[src/rtl/fc_pkg.sv]
package fc_pkg;
  typedef enum logic [1:0] {
    IRQ_OFF  = 2'b00,
    IRQ_RISE = 2'b01,
    IRQ_FALL = 2'b10,
    IRQ_BOTH = 2'b11
  } irq_sel_e;

  function automatic logic edge_hit(irq_sel_e sel, logic rise, logic fall);
    case (sel)
      IRQ_RISE: edge_hit = rise;
      IRQ_FALL: edge_hit = fall;
      IRQ_BOTH: edge_hit = rise | fall;
      default:  edge_hit = 1'b0;
    endcase
  endfunction
endpackage

[src/rtl/fc_cts_sync.sv]
module fc_cts_sync #(
  parameter int STAGES = 2
) (
  input  logic clk,
  input  logic rst,
  input  logic async_in,
  output logic sync_out
);
  logic [STAGES-1:0] chain;

  generate
    for (genvar g = 0; g < STAGES; g++) begin : g_stage
      if (g == 0) begin : g_first
        always_ff @(posedge clk)
          if (rst) chain[0] <= 1'b1;
          else     chain[0] <= async_in;
      end else begin : g_next
        always_ff @(posedge clk)
          if (rst) chain[g] <= 1'b1;
          else     chain[g] <= chain[g-1];
      end
    end
  endgenerate

  assign sync_out = chain[STAGES-1];
endmodule

[src/rtl/fc_tx_gate.sv]
module fc_tx_gate
  import fc_pkg::*;
(
  input  logic       clk,
  input  logic       rst,
  input  logic       cts_s,
  input  logic       tx_fc_en,
  input  logic       tx_start_req,
  input  logic       tx_busy,
  input  logic [1:0] irq_sel,
  input  logic       irq_clr,
  output logic       tx_start,
  output logic       irq_pending
);
  logic cts_d;
  logic hit;

  assign hit = edge_hit(irq_sel_e'(irq_sel), cts_s & ~cts_d, ~cts_s & cts_d);

  always_ff @(posedge clk) begin
    if (rst) begin
      cts_d       <= 1'b1;
      tx_start    <= 1'b0;
      irq_pending <= 1'b0;
    end else begin
      cts_d    <= cts_s;
      tx_start <= tx_start_req & ~tx_busy & (~tx_fc_en | ~cts_s);
      if (hit)          irq_pending <= 1'b1;
      else if (irq_clr) irq_pending <= 1'b0;
    end
  end

  a_r4_no_start_when_busy: assert property (@(posedge clk) disable iff (rst)
    tx_busy |=> !tx_start);
  a_r3_held_blocks_start: assert property (@(posedge clk) disable iff (rst)
    (tx_fc_en && cts_s) |=> !tx_start);
  a_r6_set_needs_selector: assert property (@(posedge clk) disable iff (rst)
    $rose(irq_pending) |-> $past(irq_sel != 2'b00));
  a_r7_clear_needs_pulse: assert property (@(posedge clk) disable iff (rst)
    $fell(irq_pending) |-> $past(irq_clr));
endmodule

[src/rtl/fc_rts_ctrl.sv]
module fc_rts_ctrl #(
  parameter int CW = 5
) (
  input  logic          clk,
  input  logic          rst,
  input  logic          rx_fc_en,
  input  logic [CW-1:0] rx_level,
  input  logic [CW-1:0] rx_trig,
  input  logic          rts_sw,
  output logic          rts_n_out
);
  logic level_hit;

  assign level_hit = rx_fc_en && (rx_level >= rx_trig);

  always_ff @(posedge clk) begin
    if (rst) rts_n_out <= 1'b1;
    else     rts_n_out <= rts_sw | level_hit;
  end

  a_r9_sw_forces_pause: assert property (@(posedge clk) disable iff (rst)
    rts_sw |=> rts_n_out);
  a_r10_disabled_follows_sw: assert property (@(posedge clk) disable iff (rst)
    (!rx_fc_en && !rts_sw) |=> !rts_n_out);
  a_r8_below_trig_releases: assert property (@(posedge clk) disable iff (rst)
    (rx_fc_en && !rts_sw && rx_level < rx_trig) |=> !rts_n_out);
endmodule

[src/rtl/fc_flow_ctrl.sv]
module fc_flow_ctrl #(
  parameter int DEPTH       = 16,
  parameter int SYNC_STAGES = 2,
  localparam int CW         = $clog2(DEPTH + 1)
) (
  input  logic          clk,
  input  logic          rst,
  input  logic          cts_n_in,
  input  logic          tx_fc_en,
  input  logic          tx_start_req,
  input  logic          tx_busy,
  output logic          tx_start,
  input  logic [1:0]    irq_sel,
  input  logic          irq_clr,
  output logic          irq_pending,
  input  logic          rx_fc_en,
  input  logic [CW-1:0] rx_level,
  input  logic [CW-1:0] rx_trig,
  input  logic          rts_sw,
  output logic          rts_n_out
);
  logic cts_s;

  fc_cts_sync #(.STAGES(SYNC_STAGES)) u_sync (
    .clk(clk), .rst(rst), .async_in(cts_n_in), .sync_out(cts_s)
  );

  fc_tx_gate u_tx (
    .clk(clk), .rst(rst), .cts_s(cts_s), .tx_fc_en(tx_fc_en),
    .tx_start_req(tx_start_req), .tx_busy(tx_busy), .irq_sel(irq_sel),
    .irq_clr(irq_clr), .tx_start(tx_start), .irq_pending(irq_pending)
  );

  fc_rts_ctrl #(.CW(CW)) u_rts (
    .clk(clk), .rst(rst), .rx_fc_en(rx_fc_en), .rx_level(rx_level),
    .rx_trig(rx_trig), .rts_sw(rts_sw), .rts_n_out(rts_n_out)
  );

  a_r1_reset_values: assert property (@(posedge clk)
    $past(rst) |-> (!tx_start && !irq_pending && rts_n_out));
endmodule

[config.mk]
export PLATFORM = sky130hd
export DESIGN_NAME = fc_flow_ctrl
export DESIGN_NICKNAME = d
export VERILOG_FILES = /design/src/rtl/fc_pkg.sv /design/src/rtl/fc_cts_sync.sv /design/src/rtl/fc_tx_gate.sv /design/src/rtl/fc_rts_ctrl.sv /design/src/rtl/fc_flow_ctrl.sv
export SDC_FILE = /design/constraint.sdc
export NUM_CORES = 1
export LEC_CHECK = 0
export ABC_AREA = 1
export ABC_CLOCK_PERIOD_IN_PS = 1150
export CAP_MARGIN = 0
export CORE_AREA = 2 2 39 41
export CTS_CLUSTER_SIZE = 10
export DETAILED_ROUTE_END_ITERATION = 12
export DIE_AREA = 0 0 41 43
export GPL_ROUTABILITY_DRIVEN = 1
export SLEW_MARGIN = 20
export SYNTH_ARGS = -nofsm -noshare
export SYNTH_HDL_FRONTEND = slang
export SYNTH_SLANG_ARGS = --single-unit
[constraint.sdc]
create_clock -name clk -period 1.15 [get_ports clk]
set_input_delay 0.115 -clock clk [delete_from_list [all_inputs] [get_ports clk]]
set_output_delay 0.115 -clock clk [all_outputs]
set_load 0.05 [all_outputs]
After elaboration in Yosys (flattened, before gate mapping)
Index checks and enable logic that the tools add are counted.

Bits in registers: 6. Word-level logic and storage cells: 26.

Magnitude comparators: 1. Equal/unequal tests: 3. Multiplexer cells: 3. Bitwise operators: 11. Reduce and logical (&&, ||, !) cells: 2.

Operator list (number): $ge 5x5->1 (1); $and 1x1->1 (4); $eq 2x2->1 const B (2); $not 1->1 (4); $or 1x1->1 (3); $pmux 1 s3 (1); $eq 2x1->1 const B (1); $mux 1 (2); $reduce_bool 2->1 (1); $logic_and 1x1->1 (1).

Logic depth before layout (Yosys ltp)
Depth in word-level cells: 5. Mapped depth: 8. Mapped depth without buffers: 8.

Modules after synthesis
From an unflattened synthesis, not the netlist that was laid out.

Cell total of the unflattened synthesis: 56. Area total of the unflattened synthesis: 397.9 um2.

By module, submodules not included: fc_tx_gate (times used 1, cells an instance 22, area each 175.2 um2); fc_rts_ctrl (times used 1, cells an instance 27, area each 163.9 um2); fc_cts_sync (times used 1, cells an instance 7, area each 58.8 um2).

Least setup slack after synthesis
Ideal clock, no wire load.

Kind: reg2reg. Start point: register u_sync.chain[1], in the netlist u_sync.sync_out. End point: register u_tx.irq_pending. Data arrival time: 0.913 ns. Required time: 1.080 ns. Setup slack: 0.167 ns. Stages on the path, launching flop included: 6. Path buffers: 0. Clock period less this slack: 0.983 ns. Cells stage by stage: dfxtp_1 > inv_1 > ha_1 > nand3_1 > o211ai_1 > a21oi_1.

Cells in the longest elaborated chain, start to end: 5. Elaborated cells on any way between the ends: 7. Classes of those cells: mux (2); bitwise (4); reduce/logical (1).

RTL lines: start: declaration (line fc_cts_sync.sv:9) `logic [STAGES-1:0] chain;`; start signal: indexed assignment (line fc_cts_sync.sv:20) `else chain[g] <= chain[g-1];`; $not 1->1 (line fc_tx_gate.sv:18) `assign hit = edge_hit(irq_sel_e'(irq_sel), cts_s & ~cts_d, ~cts_s & cts_d);`; $and 1x1->1 (line fc_tx_gate.sv:18); $or 1x1->1 (line fc_pkg.sv:13) `IRQ_BOTH: edge_hit = rise | fall;`; $pmux 1 s3 * (line fc_pkg.sv:10) `case (sel)`; $mux 1 or $reduce_bool 2->1 (tied branches); end signal: assignment (line fc_tx_gate.sv:24) `irq_pending <= 1'b0;`; end signal: assignment (line fc_tx_gate.sv:28) `if (hit) irq_pending <= 1'b1;`; end signal: assignment (line fc_tx_gate.sv:29) `else if (irq_clr) irq_pending <= 1'b0;`; end: declaration (line fc_tx_gate.sv:13) `output logic irq_pending`.

Mark *: on every way between the ends. The rest lies on a longest branch, timed or not. A chain may end at the register's enable or synchronous reset.

Worst setup path in the final report
Start point: input port rx_trig[4]. End point: register u_rts.rts_n_out.

Cells in the longest elaborated chain, start to end: 3.

RTL lines: start: declaration (line fc_flow_ctrl.sv:18) `input logic [CW-1:0] rx_trig,`; $ge 5x5->1 (line fc_rts_ctrl.sv:14) `assign level_hit = rx_fc_en && (rx_level >= rx_trig);`; $logic_and 1x1->1 (line fc_rts_ctrl.sv:14); $or 1x1->1 (line fc_rts_ctrl.sv:18) `else rts_n_out <= rts_sw | level_hit;`; end signal: assignment (line fc_rts_ctrl.sv:18); end: declaration (line fc_rts_ctrl.sv:10) `output logic rts_n_out`.

No other way between the ends.

==> results <==
[how the worst min path moves through the flow]
stage | start | to | cells after the start
2_1_floorplan | rst | u_tx.irq_pending | 1
3_3_place_gp | u_sync.chain[0] | u_sync.sync_out | 1
3_5_place_dp | u_sync.chain[0] | u_sync.sync_out | 1
4_1_cts | rx_fc_en | u_rts.rts_n_out | 3
5_1_grt | rx_fc_en | u_rts.rts_n_out | 3
6_report | u_sync.chain[0] | u_sync.sync_out | 1
[power by group through the flow]
stage	sequential, mW	clock (mW)	combinational, mW
6_report	0.226	0.186	0.172
5_1_grt	0.226	0.216	0.191
4_1_cts	0.225	0.202	0.171
3_5_place_dp	0.229	0	0.171
3_3_place_gp	0.229	0	0.168
2_1_floorplan	0.245	0	0.0486
[metal layers]
layer	GRT usage, %	wire length (microns)
met5	0	0
met4	8.000	0
met3	6.283	69
met2	15.94	343
met1	9.585	248
[logic make-up after synthesis]
logic type               after synthesis  share of synthesized area, %
buffers and inverters                 13                         13.40
AND/OR/NAND/NOR                       20                         22.68
adder cells (fa/ha/maj)                7                         24.05
flip-flops                             6                         32.99
AO/OA/AOI/OAI                          4                         6.875
[placed cells by master, fill, tap and decap left out, types with 2 or more instances in the layout]
cell,instances
dfxtp_1,5
nand3_1,2
buf_12,3
nand2_1,14
inv_1,13
clkbuf_4,3
nor2_1,2
ha_1,6
a21oi_1,2
or2_2,2
clkdlybuf4s50_1,20
[final cells by class]
class                           instances  area (sq um)
Fill cell                             135         703.2
Multi-Input combinational cell         31         207.7
Timing Repair Buffer                   23         260.3
Inverter                               13         48.80
Tap cell                               16         20.02
Clock buffer                            3         22.52
Sequential cell                         6         121.4
[state kept, by name, indices dropped and copies added (netlist names)]
| signal | cells |
|---|---|
| u_rts.rts_n_out | 1 |
| u_sync.chain | 1 |
| u_sync.sync_out | 1 |
| u_tx.cts_d | 1 |
| u_tx.irq_pending | 1 |
| u_tx.tx_start | 1 |
[stage by stage]
step / hold WS, ns / setup TNS [ns] / setup WS [ns]
after global routing: 0.4258 / -0.02493 / -0.02493
after CTS: 0.4055 / 0 / 0.04703
after detailed placement: 0.4014 / -0.2101 / -0.2101
after global placement: 0.3965 / -0.1994 / -0.1994
after floorplan: 0.1841 / 0 / 0.1674
final: 0.4081 / 0 / 0.05669
[repair_timing]
item	in CTS	in global routing
endpoints found under the setup margin	0	2
hold buffers	0	0
resized for setup	0	2
==> run metrics <==
worst path buffer plus inverter count=3; Max VDD drop=0.4336 mV; Clock Skew=0.003654 ns; Tot Pwr=0.5837 mW; diodes inserted=0; switching share of power=23.83%; GR Overflow Total=0; ys flop type=dfxtp_1; core area=1384 sq um; largest net degree at the start of global routing=6; GRT Total Usage=10.52%; Max Cap Violations=0; Final Instance Area=680.7 sq um; Synth top cells by count=14 x nand2_1, 13 x inv_1, 7 x ha_1; vias in the first global route=365; Worst path slowest cell=clkdlybuf4s50_1; Sink Count=6; WS Path Type=in -> reg; Static Leak=0.3413 nW; CTS tree=built; CP Cell Sequence=clkdlybuf4s50_1, inv_1, ha_1, nand2_1, inv_1, nand2_1, nand3_1, nand2_1, nand2_1; Cell Int Power=0.4446 mW; die height=43 microns; sequential share of the synthesized area=32.99%; port buffer count=23; dpl cell area=644.4 sq um; TritonCTS buffer count=3; Req. time, crit path=1.28 ns; Seq pwr share=38.7%; Setup crit start=rx_trig[4]; NumNets Final=106; cells after synthesis=50; max_slew headroom=88.20%; RSZ-0062 raised after global routing=yes; area leader, netlist=dfxtp_1; Core Util, Final=49.19%; Clk pin slew, worst setup/hold paths=0.04 ns; GP Congestion=0.6039; WL/cell=7.185 microns; Setup Buffers After CTS=0; final hold violation count=0; Yosys reg bits=6; Layout Cells excl Fill=92; Slew Limit Fails=0; most used cell, CP=nand2_1; fraction of registers with async set/reset=0%; Detailed Route Iter0 Violations=1; worst endpoint data arrival time=1.23 ns; post-synth top area share=32.99%; Peak Freq=914.7 MHz; Setup Viol. Count Final=0; RR Endpoint=u_tx.irq_pending; die width=41 microns; Cell Area, Synth=364.1 sq um; post-route ant nets=0; initial core utilization=26.31%; critical path depth=9; CP endpoint=u_rts.rts_n_out; first-pass GRT wire length=1193 microns; outcome=finished clean; worst slew pin tran=0.1762 ns; final WL=661 microns; switching power=0.1391 mW; vias per inst=3.967; DRC viols=0; Logic pwr share=29.5%; number of detailed-route iterations in the first pass=2; reg2reg path depth=5; crit-path max cell delay=0.45 ns; Final Critical Period=1.093 ns; post-route clock period utilization=95.07%; Startpoint Class=primary input; reg-to-reg startpoint=u_sync.sync_out; H-tree depth=1; Crit Path Max Fanout=2; EDFF count, synth=0; Clock Path Buffers=2; I/O pins=24; P per Cell Area=857.6 nW/um^2; clock share of power=31.8%; Reg2Reg Setup Slack=0.11 ns; worst hold path class=reg -> reg; Vias=365; CP Capture Type=register; Syn. warnings=0; die area=1763 sq um; Synth area leaders=dfxtp_1 33%, ha_1 24%, nand2_1 14%; Cell variety after synth=10; Rows=14; most common cell in the netlist=nand2_1; Clock Tree Root=clkbuf_4; delay-heaviest family, CP=buffers and inverters; syn_nets=78; Post-DP HPWL=601.3 microns; initial antenna violation count=0; Clock Latency Late Sink=0.24 ns; layout cell share with drive strength beyond 1=13.16%; Layout area overhead=86.94%; syn_area_per_cell=7.282 sq um; DP Cell Count=89
Note: power is estimated with default switching activity, not from simulation.
